**src/rtl/pwr_mgr_pkg.sv**
```systemverilog
package pwr_mgr_pkg;
  typedef enum logic [1:0] {
    PS_ACTIVE  = 2'd0,
    PS_STANDBY = 2'd1,
    PS_SLEEP   = 2'd2
  } pstate_e;
endpackage

```
**src/rtl/addr_stab.sv**
```systemverilog
module addr_stab #(
  parameter int AW        = 16,
  parameter int SLEEP_CYC = 7
) (
  input  logic          clk_i,
  input  logic          rst_ni,
  input  logic [AW-1:0] addr_i,
  output logic          chg_o,
  output logic          ripe_o
);
  localparam int CW = $clog2(SLEEP_CYC + 1);
  localparam logic [CW-1:0] LIMIT  = CW'(SLEEP_CYC);
  localparam logic [CW-1:0] LIMIT1 = CW'(SLEEP_CYC - 1);

  logic [AW-1:0] addr_q;
  logic [CW-1:0] cnt_q, cnt_d;

  assign chg_o = (addr_i != addr_q);

  always_comb begin
    if (chg_o)               cnt_d = '0;
    else if (cnt_q == LIMIT) cnt_d = cnt_q;
    else                     cnt_d = cnt_q + 1'b1;
  end

  // threshold reached on this edge
  assign ripe_o = !chg_o && (cnt_q >= LIMIT1);

  always_ff @(posedge clk_i or negedge rst_ni) begin
    if (!rst_ni) begin
      addr_q <= '0;
      cnt_q  <= '0;
    end else begin
      addr_q <= addr_i;
      cnt_q  <= cnt_d;
    end
  end
endmodule

```
**src/rtl/pwr_fsm.sv**
```systemverilog
module pwr_fsm
  import pwr_mgr_pkg::*;
(
  input  logic    clk_i,
  input  logic    rst_ni,
  input  logic    stby_req_i,
  input  logic    ripe_i,
  output pstate_e state_o
);
  pstate_e state_q, state_d;

  always_comb begin
    if (stby_req_i)  state_d = PS_STANDBY;
    else if (ripe_i) state_d = PS_SLEEP;
    else             state_d = PS_ACTIVE;
  end

  always_ff @(posedge clk_i or negedge rst_ni) begin
    if (!rst_ni) state_q <= PS_STANDBY;
    else         state_q <= state_d;
  end

  assign state_o = state_q;
endmodule

```
**src/rtl/lat_track.sv**
```systemverilog
module lat_track (
  input  logic clk_i,
  input  logic rst_ni,
  input  logic stby_req_i,
  input  logic rd_i,
  output logic full_lat_o
);
  logic full_q;

  always_ff @(posedge clk_i or negedge rst_ni) begin
    if (!rst_ni)         full_q <= 1'b1;
    else if (stby_req_i) full_q <= 1'b1;
    else if (rd_i)       full_q <= 1'b0;
  end

  assign full_lat_o = full_q;
endmodule

```
**src/rtl/rd_pwr_mgr.sv**
```systemverilog
module rd_pwr_mgr
  import pwr_mgr_pkg::*;
#(
  parameter int AW         = 16,
  parameter int ACC_CYC    = 4,
  parameter int MARGIN_CYC = 3,
  parameter int SLEEP_CYC  = ACC_CYC + MARGIN_CYC
) (
  input  logic          clk_i,
  input  logic          rst_ni,
  input  logic          ce_n_i,
  input  logic          rst_dev_n_i,
  input  logic          oe_n_i,
  input  logic [AW-1:0] addr_i,
  input  logic          busy_i,
  output logic [1:0]    state_o,
  output logic          drv_en_o,
  output logic          hold_o,
  output logic          full_lat_o
);
  pstate_e state;
  logic    chg, ripe, stby_req, rd_act;

  // deselected, out of device reset, nothing running
  assign stby_req = ce_n_i & rst_dev_n_i & ~busy_i;

  addr_stab #(.AW(AW), .SLEEP_CYC(SLEEP_CYC)) u_stab (
    .clk_i (clk_i),
    .rst_ni(rst_ni),
    .addr_i(addr_i),
    .chg_o (chg),
    .ripe_o(ripe)
  );

  pwr_fsm u_fsm (
    .clk_i     (clk_i),
    .rst_ni    (rst_ni),
    .stby_req_i(stby_req),
    .ripe_i    (ripe),
    .state_o   (state)
  );

  assign rd_act = (state != PS_STANDBY) & ~ce_n_i & ~oe_n_i & rst_dev_n_i;

  lat_track u_lat (
    .clk_i     (clk_i),
    .rst_ni    (rst_ni),
    .stby_req_i(stby_req),
    .rd_i      (rd_act),
    .full_lat_o(full_lat_o)
  );

  assign state_o  = state;
  assign drv_en_o = rd_act;
  assign hold_o   = (state == PS_SLEEP);
endmodule

```
**config.mk**
```make
export PLATFORM = sky130hd
export DESIGN_NAME = rd_pwr_mgr
export DESIGN_NICKNAME = d
export VERILOG_FILES = /design/src/rtl/pwr_mgr_pkg.sv /design/src/rtl/addr_stab.sv /design/src/rtl/pwr_fsm.sv /design/src/rtl/lat_track.sv /design/src/rtl/rd_pwr_mgr.sv
export SDC_FILE = /design/constraint.sdc
export NUM_CORES = 1
export LEC_CHECK = 0
export ABC_AREA = 1
export BUFFER_PORTS_ARGS = -buffer_cell sky130_fd_sc_hd__buf_2
export CAP_MARGIN = 20
export CORE_MARGIN = 2
export CORE_UTILIZATION = 40
export DETAILED_ROUTE_END_ITERATION = 8
export PLACE_DENSITY_LB_ADDON = 0.12
export SLEW_MARGIN = 25
export SYNTH_ARGS = -nofsm -noshare
export SYNTH_HDL_FRONTEND = slang
export SYNTH_HIERARCHICAL = 1
export SYNTH_SLANG_ARGS = --single-unit
```
**constraint.sdc**
```tcl
create_clock -name clk_i -period 1.8 [get_ports clk_i]
set_clock_uncertainty 0.15 [all_clocks]
set_input_delay 0.27 -clock clk_i [delete_from_list [all_inputs] [get_ports clk_i]]
set_output_delay 0.27 -clock clk_i [all_outputs]
set_load 0.005 [all_outputs]
```
==> Word level (Yosys, flattened, before mapping) <==
Cells that the tools add are included.
{ "totals": {"register_bits": 22, "inputBits": 22, "out_inout_bits": 5, "wordCells": 28} }
{ "classes": {"n_addsub": 1, "order_cmp": 1, "n_eq_ne": 5, "n_mux": 6, "bitwise": 8, "n_reduce_logical": 3} }
{ "ops": {"columns": ["cell", "count"], "rows": [
  ["inequality test 16 bit", 1],
  ["2-to-1 mux 3 bit", 2],
  ["bitwise AND 1 bit", 5],
  ["2-to-1 mux 2 bit", 2],
  ["inequality test 2 x 1 -> 1 bit (second input constant)", 2],
  ["adder 3 x 1 -> 3 bit (second input constant)", 1],
  ["== test 3 bit (second input constant)", 1],
  ["greater-or-equal comparator 3 bit (second input constant)", 1],
  ["NOT 1 bit", 3],
  ["== test 2 bit (second input constant)", 1],
  ["2-to-1 mux 1 bit", 2],
  ["nonzero test 2 bit", 1],
  ["logical AND 1 bit", 1],
  ["zero test 1 bit", 1]
]} }

==> Longest topological paths before layout <==
{ "depth": {"word_depth": 6, "depth_mapped": 10} }

==> Cells and area by module <==
Netlist, hierarchy kept.
{ "modules_own_cells": {"columns": ["mod", "n_inst", "cells_each", "area_per_inst_um2", "seq_area_each_um2"], "rows": [
  ["addr_stab", 1, 123, 923.4, 475.5],
  ["pwr_fsm", 1, 4, 61.3, 51.3],
  ["lat_track", 1, 5, 41.3, 26.3],
  ["rd_pwr_mgr", 1, 10, 38.8, 0.0]
]} }

==> Worst setup path before layout <==
Ideal clock, no wire load.
{ "synth_path": {"kind": "reg-to-reg", "startpoint": "register u_stab.cnt_q[0]", "endpoint": "register u_stab.cnt_q[2]", "setup_ps": 120, "arrival_time_ps": 1028, "required_time_ps": 1530, "setup_slack_ps": 501, "stages_incl_launch_ff": 5, "path_buffers": 0, "cell_sequence": "dfrtp_1 ha_1 ha_1 mux2i_1 nor2_2"} }
{ "synth_via": {"elab_chain_len": 3} }
{ "synth_rtl": {"columns": ["element", "line", "rtl"], "rows": [
  ["start: declaration", "addr_stab.sv:16", "logic [CW-1:0] cnt_q, cnt_d;"],
  ["start signal: assignment", "addr_stab.sv:35", "cnt_q <= cnt_d;"],
  ["adder 3 x 1 -> 3 bit", "addr_stab.sv:23", "else cnt_d = cnt_q + 1'b1;"],
  ["2-to-1 mux 3 bit", "addr_stab.sv:22", "else if (cnt_q == LIMIT) cnt_d = cnt_q;"],
  ["2-to-1 mux 3 bit", "addr_stab.sv:21", "if (chg_o) cnt_d = '0;"]
]} }
Parallel ways exist; a longest one is shown, timed or not. The select of a mux whose other input is x is not followed.
A chain may end at the register's enable or synchronous reset.

==> Worst setup path in the final report <==
{ "layout_path": {"startpoint": "input port addr_i[3]", "endpoint": "register u_fsm.state_q[1], in the netlist u_fsm/state_o[1]"} }
{ "layout_via": {"elab_chain_len": 5} }
{ "layout_rtl": {"columns": ["element", "line", "rtl"], "rows": [
  ["start: declaration", "rd_pwr_mgr.sv:14", "input logic [AW-1:0] addr_i,"],
  ["inequality test 16 bit", "addr_stab.sv:18", "assign chg_o = (addr_i != addr_q);"],
  ["named net chg", "rd_pwr_mgr.sv:22", "logic chg, ripe, stby_req, rd_act;"],
  ["zero test 1 bit", "addr_stab.sv:27", "assign ripe_o = !chg_o && (cnt_q >= LIMIT1);"],
  ["logical AND 1 bit", "addr_stab.sv:27", null],
  ["named net ripe", "rd_pwr_mgr.sv:22", null],
  ["2-to-1 mux 2 bit", "pwr_fsm.sv:14", "else if (ripe_i) state_d = PS_SLEEP;"],
  ["2-to-1 mux 2 bit", "pwr_fsm.sv:13", "if (stby_req_i) state_d = PS_STANDBY;"],
  ["named net u_fsm.state_d[1]", "pwr_fsm.sv:10", "pstate_e state_q, state_d;"],
  ["end signal: assignment", "pwr_fsm.sv:20", "else state_q <= state_d;"],
  ["end: declaration", "pwr_fsm.sv:10", null]
]} }
The timed path passes the listed nets, and every way through them passes these cells.

==> metrics.md <==
| Metric | Value |
|---|---|
| Syn. warnings | 6 |
| VDD IR max | 0.0004758 V |
| Design area | 1439 sq um |
| Post-synthesis cell count | 142 |
| Final Core Density | 0.5756 |
| Setup TNS | 0 ns |
| Nets | 216 |
| Final std cells w/o fill | 220 |
| Slew headroom | 0.6637 |
| TritonRoute pass-1 iters | 4 |
| DRC viols | 0 |
| Critical Path, Cell by Cell | dlygate4sd3_1 > buf_2 > nor2_1 > nor2_1 > nor2_1 > nand2_1 > nor2_2 > nand2_2 > nor2_2 > inv_1 > nor2_2 |
| Fin crit period | 1.563 ns |
| Reg2Reg Setup Slack | 0.42 ns |
| RSZ-0062 raised after global routing | no |
| Dpl cell area | 1232 sq um |
| Routability cong. | 0.7374 |
| Largest net degree at the start of global routing | 23 |
| Row count | 18 |
| Root buf cell | clkbuf_4 |
| Antenna violations before repair | 0 |
| Slew Limit Fails | 0 |
| Core ar. | 2500 sq um |
| CTS tree | yes |
| Placed cell count | 198 |
| Ant. Diodes | 0 |
| Status | completed |
| Syn Area/Cell | 7.498 sq um |
| CP Capture Type | flip-flop |
| Final hold viol count | 0 |
| Fraction of layout cells with a size suffix above 1 | 0.2053 |
| Dpl hpwl | 1364 microns |
| CP required | 1.89 ns |
| Clk sink count | 22 |
| Initial core utilization | 0.4259 |
| #FFs+latches synth | 22 |
| Min-delay src | rst_dev_n_i |
| H-Tree Depth | 1 |
| Worst-Skew Late Latency | 0.30 ns |
| Critical path's slowest cell | dlygate4sd3_1 |
| Sequential area share after synthesis | 0.5194 |
| CP startpoint | addr_i[3] |
| PortBufs | 26 |
| Initial DRC Count | 22 |
| Kind of critical path | in -> reg |
| Gr usage total | 0.1398 |
| Worst slew pin tran | 0.5044 ns |
| # setup viols final | 0 |
| Cts bufs inserted | 3 |
| Die Wd | 55.60 microns |
| Vias in the first global route | 888 |
| Post-Syn Nets | 167 |
| Power Density | 622.4 nW/um^2 |
| DR vias/cell | 4.168 |
| WHS Endpoint | u_fsm/state_o[0] |
| Crit path max fanout | 4 |
| CP Data Arrival Time | 1.65 ns |
| Die height | 55.60 microns |
| Bufs on Longest Clock Path | 2 |
| Worst Hold Class | in -> reg |
| I/O pin count | 27 |
| RR Startpoint | u_stab/cnt_q[0] |
| Yosys cell types | 14 |
| Worst Hold Depth | 3 |
| Leakage | 0.0008569 uW |
| Worst R2R Path Depth | 4 |
| Resize count post-CTS | 0 |
| Global route overflow | 0 |
| Layout area overhead | 35.14% |
| Average routed wire per standard cell | 8.945 microns |
| Worst stage delay on the critical path | 0.54 ns |
| WL final | 1968 microns |
| Fmax | 0.6398 GHz |
| # Max-Cap Violations | 0 |
| Fin crit share | 0.8684 |
| CP Launch Type | input pin |
| Post-route antenna net violation count | 0 |
| Clk pin slew, worst setup/hold paths | 0.11 ns |
| Reg-to-reg endpoint | u_stab/cnt_q[2] |
| Vias | 917 |
| First-pass GRT wire length | 3450 microns |
| Synthesized area | 1065 sq um |
| Die ar. | 3091 sq um |
-- per-layer routing --
metal,up-vias,track usage,part of all wire
met5,-,0,0
met4,0,0.08362,0.017
met3,4,0.02558,0.041
met2,21,0.2381,0.48
met1,398,0.1627,0.46
li1,494,-,-
-- worst max-delay path, delay by kind of cell --
family | cells | cell delay (ns)
AND/OR/NAND/NOR | 8 | 0.65
buffers and inverters | 3 | 0.73
-- synth_stat cells --
library cell   n  area, sq um
o21ai_0        1        5.000
inv_1         35        131.4
nor2_2         7        43.79
nand2_2        1        6.260
ha_1           3        37.54
clkinv_1       1        3.750
nor2_1        21        78.83
dfrtp_1       20        500.5
nand3_1        1        5.000
a21oi_1        1        5.000
dfstp_2        2        52.55
xor2_1         1        8.760
mux2i_1        1        10.01
nand2_1       47        176.4
-- where the power goes --
| part | switching, uW | internal (uW) |
|---|---|---|
| logic | 65.4 | 69.9 |
| registers | 11.0 | 520 |
| clock network | 143 | 86.3 |
-- sequential cells by signal, summed over array words and instances, names as in the netlist --
register / cells
u_lat/full_lat_o: 1
u_fsm/state_o: 2
u_stab/cnt_q: 3
u_stab/addr_q: 16
-- through the flow --
step	power (uW)	setup WS [ns]	hold slack (ns)
floorplan	592.2	0.5014	-0.1756
global placement	642.5	0.4826	0.1147
detailed placement	647.6	0.4313	0.1114
CTS	912.1	0.2161	0.03005
global route	952.5	0.09085	0.04268
finish	895.6	0.2369	0.03851
-- how the worst max path moves through the flow --
| stage | endpoint | slack [ns] | depth (start not counted) |
|---|---|---|---|
| finish | u_fsm/state_o[1] | 0.24 | 11 |
| global route | u_fsm/state_o[1] | 0.09 | 12 |
| CTS | drv_en_o | 0.22 | 4 |
| detailed placement | u_stab/cnt_q[1] | 0.43 | 4 |
| global placement | u_stab/cnt_q[2] | 0.48 | 4 |
| floorplan | u_stab/cnt_q[2] | 0.50 | 4 |
-- area by class of cell --
cell class	instances	area, sq um
Clock buffer	4	26.28
Fill cell	249	1061
Inverter	36	135.1
Multi-Input combinational cell	84	376.6
Sequential cell	22	553.0
Tap cell	30	37.54
Timing Repair Buffer	44	310.3
-- repair_timing --
item	4_1_cts	5_1_grt
setup buffers	0	0
hold endpoints to repair	37	0
hold buffers	18	0
-- cells by family (layout without fill, tap and decap cells) --
| kind of cell | Yosys count | after routing | synth area share |
|---|---|---|---|
| buf+inv | 36 | 84 | 0.1269 |
| mux | 1 | 1 | 0.009401 |
| simple gates | 77 | 77 | 0.2914 |
| flops | 22 | 22 | 0.5194 |
| compound gates | 2 | 2 | 0.009392 |
| fa+ha+maj | 3 | 3 | 0.03526 |
| xor+xnor | 1 | 1 | 0.008227 |
-- layout by cell type, fill, tap and decap left out, drive strengths merged, types with 2 or more instances in the layout --
cell type	n
dlygate4sd3	18
nand2	48
dfstp	2
clkbuf	4
dfrtp	20
inv	35
buf	26
nor2	28
ha	3
(Power assumes the default switching activity.)
